`src/rtl/wbu_pkg.sv`:
```
package wbu_pkg;

  typedef enum logic [1:0] {
    RX_IDLE  = 2'd0,
    RX_START = 2'd1,
    RX_DATA  = 2'd2,
    RX_STOP  = 2'd3
  } rx_state_e;

  localparam int unsigned STAT_IDLE_BIT = 25;
  localparam int unsigned STAT_FULL_BIT = 24;

  // status word: idle flag and full flag on the top lane
  function automatic logic [31:0] pack_status(input logic tx_idle, input logic rx_full);
    logic [31:0] w;
    w = '0;
    w[STAT_IDLE_BIT] = tx_idle;
    w[STAT_FULL_BIT] = rx_full;
    return w;
  endfunction

  // data word: byte placed on bits 31..24
  function automatic logic [31:0] pack_data(input logic [7:0] b);
    return {b, 24'h00_0000};
  endfunction

  // serial frame, bit 0 leaves first: start, data LSB first, stop
  function automatic logic [9:0] make_frame(input logic [7:0] b);
    return {1'b1, b, 1'b0};
  endfunction

  function automatic logic addr_hit(input logic [31:0] adr, input logic [31:0] base);
    return adr[31:3] == base[31:3];
  endfunction

endpackage

```
`src/rtl/wbu_bus_if.sv`:
```
module wbu_bus_if
  import wbu_pkg::*;
#(
  parameter logic [31:0] BASE_ADDR = 32'h9000_0000
) (
  input  logic        clk_i,
  input  logic        rst_i,
  input  logic        cyc_i,
  input  logic        stb_i,
  input  logic        we_i,
  input  logic [31:0] adr_i,
  input  logic [3:0]  sel_i,
  input  logic [31:0] dat_i,
  output logic [31:0] dat_o,
  output logic        ack_o,
  input  logic        tx_idle_i,
  input  logic        rx_full_i,
  input  logic [7:0]  rx_byte_i,
  output logic        tx_load_o,
  output logic [7:0]  tx_byte_o,
  output logic        rx_clear_o
);

  logic access;
  logic is_data;
  logic unused_bits;

  assign unused_bits = ^{dat_i[23:0], adr_i[1:0], sel_i[2:0]};

  // one access per acknowledge: the registered ack masks the following cycle
  assign access  = cyc_i & stb_i & addr_hit(adr_i, BASE_ADDR) & ~ack_o;
  assign is_data = ~adr_i[2];

  assign tx_load_o  = access & we_i & is_data & sel_i[3] & tx_idle_i;
  assign tx_byte_o  = dat_i[31:24];
  assign rx_clear_o = access & ~we_i & is_data & sel_i[3];

  always_ff @(posedge clk_i) begin
    if (rst_i) begin
      ack_o <= 1'b0;
      dat_o <= '0;
    end else begin
      ack_o <= access;
      if (access && !we_i) begin
        dat_o <= is_data ? pack_data(rx_byte_i) : pack_status(tx_idle_i, rx_full_i);
      end else begin
        dat_o <= '0;
      end
    end
  end

endmodule

```
`src/rtl/wbu_tx.sv`:
```
module wbu_tx
  import wbu_pkg::*;
#(
  parameter int unsigned BIT_CLKS = 347
) (
  input  logic       clk_i,
  input  logic       rst_i,
  input  logic       load_i,
  input  logic [7:0] byte_i,
  output logic       idle_o,
  output logic       tx_o
);

  localparam int unsigned CW = $clog2(BIT_CLKS);
  localparam logic [CW-1:0] CNT_TOP = CW'(BIT_CLKS - 1);

  logic [9:0]    shreg;
  logic          busy;
  logic [CW-1:0] cnt;
  logic [3:0]    left;

  always_ff @(posedge clk_i) begin
    if (rst_i) begin
      shreg <= '1;
      busy  <= 1'b0;
      cnt   <= '0;
      left  <= '0;
    end else if (!busy) begin
      if (load_i) begin
        shreg <= make_frame(byte_i);
        busy  <= 1'b1;
        cnt   <= CNT_TOP;
        left  <= 4'd9;
      end
    end else if (cnt == '0) begin
      cnt <= CNT_TOP;
      if (left == 4'd0) begin
        busy <= 1'b0;
      end else begin
        shreg <= {1'b1, shreg[9:1]};
        left  <= left - 4'd1;
      end
    end else begin
      cnt <= cnt - 1'b1;
    end
  end

  assign idle_o = ~busy;
  assign tx_o   = busy ? shreg[0] : 1'b1;

endmodule

```
`src/rtl/wbu_rx.sv`:
```
module wbu_rx
  import wbu_pkg::*;
#(
  parameter int unsigned BIT_CLKS = 347
) (
  input  logic       clk_i,
  input  logic       rst_i,
  input  logic       rx_i,
  input  logic       clear_i,
  output logic [7:0] byte_o,
  output logic       full_o,
  output logic       done_o
);

  localparam int unsigned CW = $clog2(BIT_CLKS);
  localparam logic [CW-1:0] CNT_TOP  = CW'(BIT_CLKS - 1);
  localparam logic [CW-1:0] HALF_TOP = CW'(BIT_CLKS / 2 - 1);

  logic          rx_meta, rx_s;
  rx_state_e     state;
  logic [CW-1:0] cnt;
  logic [2:0]    idx;
  logic [7:0]    shreg;
  logic          tick;

  assign tick   = (cnt == '0);
  assign done_o = (state == RX_STOP) & tick & rx_s;

  always_ff @(posedge clk_i) begin
    if (rst_i) begin
      rx_meta <= 1'b1;
      rx_s    <= 1'b1;
    end else begin
      rx_meta <= rx_i;
      rx_s    <= rx_meta;
    end
  end

  always_ff @(posedge clk_i) begin
    if (rst_i) begin
      state <= RX_IDLE;
      cnt   <= '0;
      idx   <= '0;
      shreg <= '0;
    end else begin
      case (state)
        RX_IDLE: begin
          if (!rx_s) begin
            state <= RX_START;
            cnt   <= HALF_TOP;
          end
        end
        RX_START: begin
          if (tick) begin
            if (!rx_s) begin
              state <= RX_DATA;
              cnt   <= CNT_TOP;
              idx   <= '0;
            end else begin
              state <= RX_IDLE;
            end
          end else begin
            cnt <= cnt - 1'b1;
          end
        end
        RX_DATA: begin
          if (tick) begin
            shreg <= {rx_s, shreg[7:1]};
            cnt   <= CNT_TOP;
            idx   <= idx + 3'd1;
            if (idx == 3'd7) state <= RX_STOP;
          end else begin
            cnt <= cnt - 1'b1;
          end
        end
        default: begin
          if (tick) state <= RX_IDLE;
          else cnt <= cnt - 1'b1;
        end
      endcase
    end
  end

  // completion has priority over the bus clear
  always_ff @(posedge clk_i) begin
    if (rst_i) begin
      byte_o <= '0;
      full_o <= 1'b0;
    end else if (done_o) begin
      byte_o <= shreg;
      full_o <= 1'b1;
    end else if (clear_i) begin
      full_o <= 1'b0;
    end
  end

endmodule

```
`src/rtl/bus_uart_port.sv`:
```
module bus_uart_port
  import wbu_pkg::*;
#(
  parameter logic [31:0] BASE_ADDR = 32'h9000_0000,
  parameter int unsigned BIT_CLKS  = 347
) (
  input  logic        clk_i,
  input  logic        rst_i,
  input  logic        wb_cyc_i,
  input  logic        wb_stb_i,
  input  logic        wb_we_i,
  input  logic [31:0] wb_adr_i,
  input  logic [3:0]  wb_sel_i,
  input  logic [31:0] wb_dat_i,
  output logic [31:0] wb_dat_o,
  output logic        wb_ack_o,
  output logic        ser_tx_o,
  input  logic        ser_rx_i
);

  logic       tx_load, tx_idle, rx_clear, rx_full, rx_done;
  logic [7:0] tx_byte, rx_byte;

  wbu_bus_if #(.BASE_ADDR(BASE_ADDR)) u_bus (
    .clk_i(clk_i), .rst_i(rst_i),
    .cyc_i(wb_cyc_i), .stb_i(wb_stb_i), .we_i(wb_we_i),
    .adr_i(wb_adr_i), .sel_i(wb_sel_i), .dat_i(wb_dat_i),
    .dat_o(wb_dat_o), .ack_o(wb_ack_o),
    .tx_idle_i(tx_idle), .rx_full_i(rx_full), .rx_byte_i(rx_byte),
    .tx_load_o(tx_load), .tx_byte_o(tx_byte), .rx_clear_o(rx_clear)
  );

  wbu_tx #(.BIT_CLKS(BIT_CLKS)) u_tx (
    .clk_i(clk_i), .rst_i(rst_i),
    .load_i(tx_load), .byte_i(tx_byte),
    .idle_o(tx_idle), .tx_o(ser_tx_o)
  );

  wbu_rx #(.BIT_CLKS(BIT_CLKS)) u_rx (
    .clk_i(clk_i), .rst_i(rst_i),
    .rx_i(ser_rx_i), .clear_i(rx_clear),
    .byte_o(rx_byte), .full_o(rx_full), .done_o(rx_done)
  );

endmodule

```
`config.mk`:
```
export PLATFORM = sky130hd
export DESIGN_NAME = bus_uart_port
export DESIGN_NICKNAME = d
export VERILOG_FILES = /design/src/rtl/wbu_pkg.sv /design/src/rtl/wbu_bus_if.sv /design/src/rtl/wbu_tx.sv /design/src/rtl/wbu_rx.sv /design/src/rtl/bus_uart_port.sv
export SDC_FILE = /design/constraint.sdc
export NUM_CORES = 1
export LEC_CHECK = 0
export BUFFER_PORTS_ARGS = -buffer_cell sky130_fd_sc_hd__buf_2
export CAP_MARGIN = 0
export CORE_MARGIN = 2
export CORE_UTILIZATION = 45
export CTS_BUF_LIST = sky130_fd_sc_hd__clkbuf_4 sky130_fd_sc_hd__clkbuf_8
export DETAILED_ROUTE_END_ITERATION = 8
export PLACE_DENSITY = 0.77
export SETUP_SLACK_MARGIN = 0.1
export SYNTH_ARGS = -nofsm -noshare
export SYNTH_HDL_FRONTEND = slang
export SYNTH_SLANG_ARGS = --single-unit
```
`constraint.sdc`:
```
create_clock -name clk_i -period 6.2 [get_ports clk_i]
set_clock_uncertainty 0.1 [all_clocks]
set_input_delay 1.24 -clock clk_i [delete_from_list [all_inputs] [get_ports clk_i]]
set_output_delay 1.24 -clock clk_i [all_outputs]
set_load 0.1 [all_outputs]
```
# Word-level counts from Yosys, hierarchy flattened
# Cells that the tools add are included.
[word_totals]
regBits = 90
output_inout_bits = 34
inputBits = 74
elab_cells = 103
[classes]
reduce_logical = 17
n_addsub = 4
bitwise_logic = 17
n_eq_ne = 14
n_mux = 36
[op_table]
columns = ["operator", "count"]
rows = [
  ["9-bit two-way mux", 8],
  ["10-bit two-way mux", 4],
  ["29-bit equality test (second input constant)", 1],
  ["9-bit one-hot mux with 3 select lines", 1],
  ["26-bit two-way mux", 1],
  ["9-bit logical NOT", 2],
  ["9-bit by 1-bit subtractor with 9-bit output (second input constant)", 2],
  ["4-bit two-way mux", 4],
  ["1-bit AND", 12],
  ["2-bit two-way mux", 6],
  ["3-bit two-way mux", 3],
  ["2-bit inequality test (second input constant)", 4],
  ["2-bit nonzero test", 4],
  ["1-bit two-way mux", 7],
  ["2-bit by 1-bit inequality test with 1-bit output (second input constant)", 3],
  ["2-bit one-hot mux with 3 select lines", 1],
  ["3-bit one-hot mux with 2 select lines", 1],
  ["3-bit AND reduction", 2],
  ["1-bit NOT", 5],
  ["5-bit AND reduction", 1],
  ["2-bit equality test (second input constant)", 2],
  ["4-bit logical NOT", 1],
  ["4-bit inequality test (second input constant)", 1],
  ["4-bit AND reduction", 1],
  ["other kinds (11)", 11],
]

# Longest topological paths before layout
[depth]
ltp_word = 9
ltp_mapped = 9
mapped_depth_nobuf = 7

# By module
# A second synthesis with hierarchy kept.
[hier_totals]
cells_unflattened = 399
area_unflattened_um2 = 3425.8
[by_module_without_submodules]
columns = ["mod", "area_per_inst_um2", "seq_area_each_um2", "instances", "cells_per_inst"]
rows = [
  ["wbu_rx", 1530.2, 660.6, 1, 182],
  ["wbu_tx", 1207.4, 460.4, 1, 138],
  ["wbu_bus_if", 688.2, 180.2, 1, 79],
]

# Least setup slack after synthesis
# OpenSTA, ideal clock, no wires.
[synth_timing]
path_type = "register to output"
startpoint = "register u_tx.busy"
endpoint = "output port ser_tx_o"
path_slack_ns = 3.047
path_buffers = 3
arrival_ns = 1.813
required_ns = 4.860
path_stages_with_launch = 5
cell_sequence = "dfxtp_1 > clkbuf_1 > buf_1 > clkbuf_1 > nand2b_1"
[synth_between]
elab_chain_len = 1
[synth_rtl]
columns = ["item", "line", "source"]
rows = [
  ["from (decl)", "wbu_tx.sv:18", "logic busy;"],
  ["from (signal assigned)", "wbu_tx.sv:25", "busy <= 1'b0;"],
  ["from (signal assigned)", "wbu_tx.sv:31", "busy <= 1'b1;"],
  ["from (signal assigned)", "wbu_tx.sv:38", "busy <= 1'b0;"],
  ["1-bit two-way mux", "wbu_tx.sv:49", "assign tx_o = busy ? shreg[0] : 1'b1;"],
  ["to (decl)", "bus_uart_port.sv:17", "output logic ser_tx_o,"],
]
# No other way between the ends.

# Worst setup path in the final report
[layout_timing]
startpoint = "register u_tx.cnt[0]"
endpoint = "register u_tx.shreg[0]"
[layout_between]
elab_chain_len = 3
[layout_rtl]
columns = ["item", "line", "source"]
rows = [
  ["from (decl)", "wbu_tx.sv:19", "logic [CW-1:0] cnt;"],
  ["from (signal assigned)", "wbu_tx.sv:44", "cnt <= cnt - 1'b1;"],
  ["9-bit logical NOT", "wbu_tx.sv:35", "end else if (cnt == '0) begin"],
  ["2-bit inequality test (no line)", "-", ""],
  ["3-bit AND reduction (no line)", "-", ""],
  ["to (signal assigned)", "wbu_tx.sv:30", "shreg <= make_frame(byte_i);"],
  ["to (signal assigned)", "wbu_tx.sv:40", "shreg <= {1'b1, shreg[9:1]};"],
  ["to (decl)", "wbu_tx.sv:17", "logic [9:0] shreg;"],
]
# No other way between the ends.
# A chain may end at the register's enable or synchronous reset.

==> summary.md <==
| Metric | Value |
|---|---|
| Status | completed |
| DR vias | 2802 |
| Leak | 0.00152 uW |
| Ant diodes | 0 |
| Drt first pass iters | 4 |
| Slew of the pin with the lowest slew margin | 1.11 ns |
| Area delta synth->final | 15.0% |
| Share of the synthesized area in the top cell type | 0.405 |
| Fmax achieved | 0.313 GHz |
| CTS tree | built |
| Final min period | 3.20 ns |
| Post-synthesis sequential area ratio | 0.405 |
| Slew headroom | 0.254 |
| Hold Path Class | reg2reg |
| Fin nets | 505 |
| Dpl hpwl | 4460 um |
| Die width | 88.5 um |
| Netlist cell types | 46 |
| Gp weighted congestion | 0.811 |
| Critical Path Sink Type | register |
| Hold buffers post-CTS | 0 |
| Setup TNS | 0 ns |
| Max VDD drop | 237 uV |
| Endpoints failing hold | 0 |
| Final-layout fill cell count | 648 |
| CTS max path bufs | 2 |
| Port-buffer cells | 54 |
| Die height | 88.5 um |
| Period utilisation layout | 0.516 |
| Row count | 30 |
| RSZ-0062 raised after global routing | no |
| Largest stage delay, worst path | 0.88 ns |
| Worst-Skew Late Latency | 0.34 ns |
| Ys flop type | dfxtp_1 |
| IO Pins | 108 |
| Final Slew Violations | 0 |
| Avg Cell Area, Syn | 8.56 um2 |
| FFs w/ async S/R, synth | 0 |
| Initial antenna violation count | 0 |
| Remaining antenna violation count | 0 |
| Total power | 1220 uW |
| Post-Syn Area | 3210 um2 |
| Number of global-route vias before repair | 2594 |
| Root Driver | clkbuf_8 |
| Power Dens Cells | 330 nW/um2 |
| Vias per inst | 5.36 |
| Num CTS Buffers | 9 |
| Synth area leaders | dfxtp_1, mux2i_1, buf_4, a21oi_1, nor2_1 |
| Req. time, crit path | 6.33 ns |
| Mapped Cells | 375 |
| Startpoint types | register |
| H-tree lvl count | 3 |
| DRC viols | 0 |
| Sink Count | 65 |
| Max-cap violations | 0 |
| Setup Buffers After CTS | 0 |
| Global-route wire length before repair | 10900 um |
| Crit path DAT | 3.33 ns |
| Initial Utilization | 0.468 |
| EDFF count, synth | 0 |
| Post-synthesis register bit count | 65 |
| Iter 0 DRT Violations | 161 |
| Overall global routing resource usage | 0.173 |
| Clock transition at path regs | 0.07 ns |
| Yosys Warn Count | 0 |
| Slowest stage cell, crit path | nor2_1 |
| Largest net degree at the start of global routing | 51 |
| Cells along the critical path | inv_1 -> ha_1 -> or4b_1 -> o21a_1 -> nor2_1 -> a21boi_0 -> a311o_1 |
| Post-synth top cells | dfxtp_1, a21oi_1, nor2_1 |
| CP max FO | 21 |
| PostCTS Resize Cnt | 0 |
| GRT Residual Overflow | 0 |
| Count leader, synth | dfxtp_1 |
| WL per Instance | 12.4 um |
| Final setup vio count | 0 |
| Post-synth top area cell | dfxtp_1 |
| Core area | 6870 um2 |
| Final WL | 6500 um |
| Fraction of layout cells with a size suffix above 1 | 0.192 |
| Critical path type | reg2reg |
| Die area | 7830 um2 |
## cell type report
cell class	instances	area [um2]	area share
clock buffer	9	124	0.0335
inverter	16	60.1	0.0163
multi-input combinational	274	1690	0.456
timing repair buffer	56	285	0.0772
clock inverter	7	118	0.0318
sequential	65	1300	0.352
tap	96	120	0.0325
## worst paths after layout
kind / start / to / slack (ns) / depth (start not counted)
max: u_tx.cnt[0]$_SDFFE_PP0P_ / u_tx.shreg[0]$_SDFFE_PP1P_ / 3.00 / 7
max reg2reg: u_tx.cnt[0]$_SDFFE_PP0P_ / u_tx.shreg[0]$_SDFFE_PP1P_ / 3.00 / 7
min reg2reg: u_rx.rx_meta$_SDFF_PP1_ / u_rx.rx_s$_SDFF_PP1_ / 0.32 / 1
min: u_rx.rx_meta$_SDFF_PP1_ / u_rx.rx_s$_SDFF_PP1_ / 0.32 / 1
## per-layer routing
layer,track usage,wire length [um]
met1,0.208,3000
met5,0,0
met2,0.297,3020
met4,0.0606,55
met3,0.0494,422
## placed cells by master (no fill, tap or decap), drive strengths merged, types with 11 or more instances in the layout
cell type / n
buf: 56
nand3: 14
conb: 24
mux2i: 21
dfxtp: 65
o21ai: 20
inv: 17
a21oi: 34
nor4: 11
nand2: 22
nor2: 32
## report_power, final
group / internal, uW / leakage [uW] / total [uW] / switching [uW]
combinational: 97.9 / 0.000870 / 324 / 226
sequential: 435 / 0.000525 / 457 / 22.2
clock: 268 / 0.000124 / 436 / 169
total: 801 / 0.00152 / 1220 / 417
## worst max-delay path, delay by kind of cell (launching register included)
family | cells | cell delay, ns
buffers and inverters | 1 | 0.09
flip-flops | 1 | 0.32
adder cells (fa/ha/maj) | 1 | 0.21
AO/OA/AOI/OAI | 3 | 0.90
AND/OR/NAND/NOR | 2 | 1.46
## cell families after synthesis
| logic type | share of synthesized area |
|---|---|
| AND/OR/NAND/NOR | 0.220 |
| AO/OA/AOI/OAI | 0.175 |
| flip-flops | 0.405 |
| buffers and inverters | 0.0982 |
| multiplexers | 0.0654 |
| adder cells (fa/ha/maj) | 0.0351 |
| other | 0.00117 |
## metrics by stage
stage               std cells  instance area (um2)  hold slack, ns   util  setup slack [ns]
finish                    523                 3690           0.320  0.538              3.00
global route              523                 3690           0.359  0.538              2.75
CTS                       523                 3690           0.326  0.538              3.02
detailed placement        507                 3450           0.301  0.503              3.02
global placement          507                 3450           0.297  0.503              3.10
floorplan                 398                 3300           0.289      -              3.05
## flip-flops by register name (all words and copies together), names as in the netlist
register      cells
u_bus.ack_o       1
u_bus.dat_o       8
u_rx.byte_o       8
u_rx.cnt          9
u_rx.full_o       1
u_rx.idx          3
u_rx.rx_meta      1
u_rx.rx_s         1
u_rx.shreg        8
u_rx.state        2
u_tx.busy         1
u_tx.cnt          9
u_tx.left         4
u_tx.shreg        9
(Power assumes the default switching activity.)
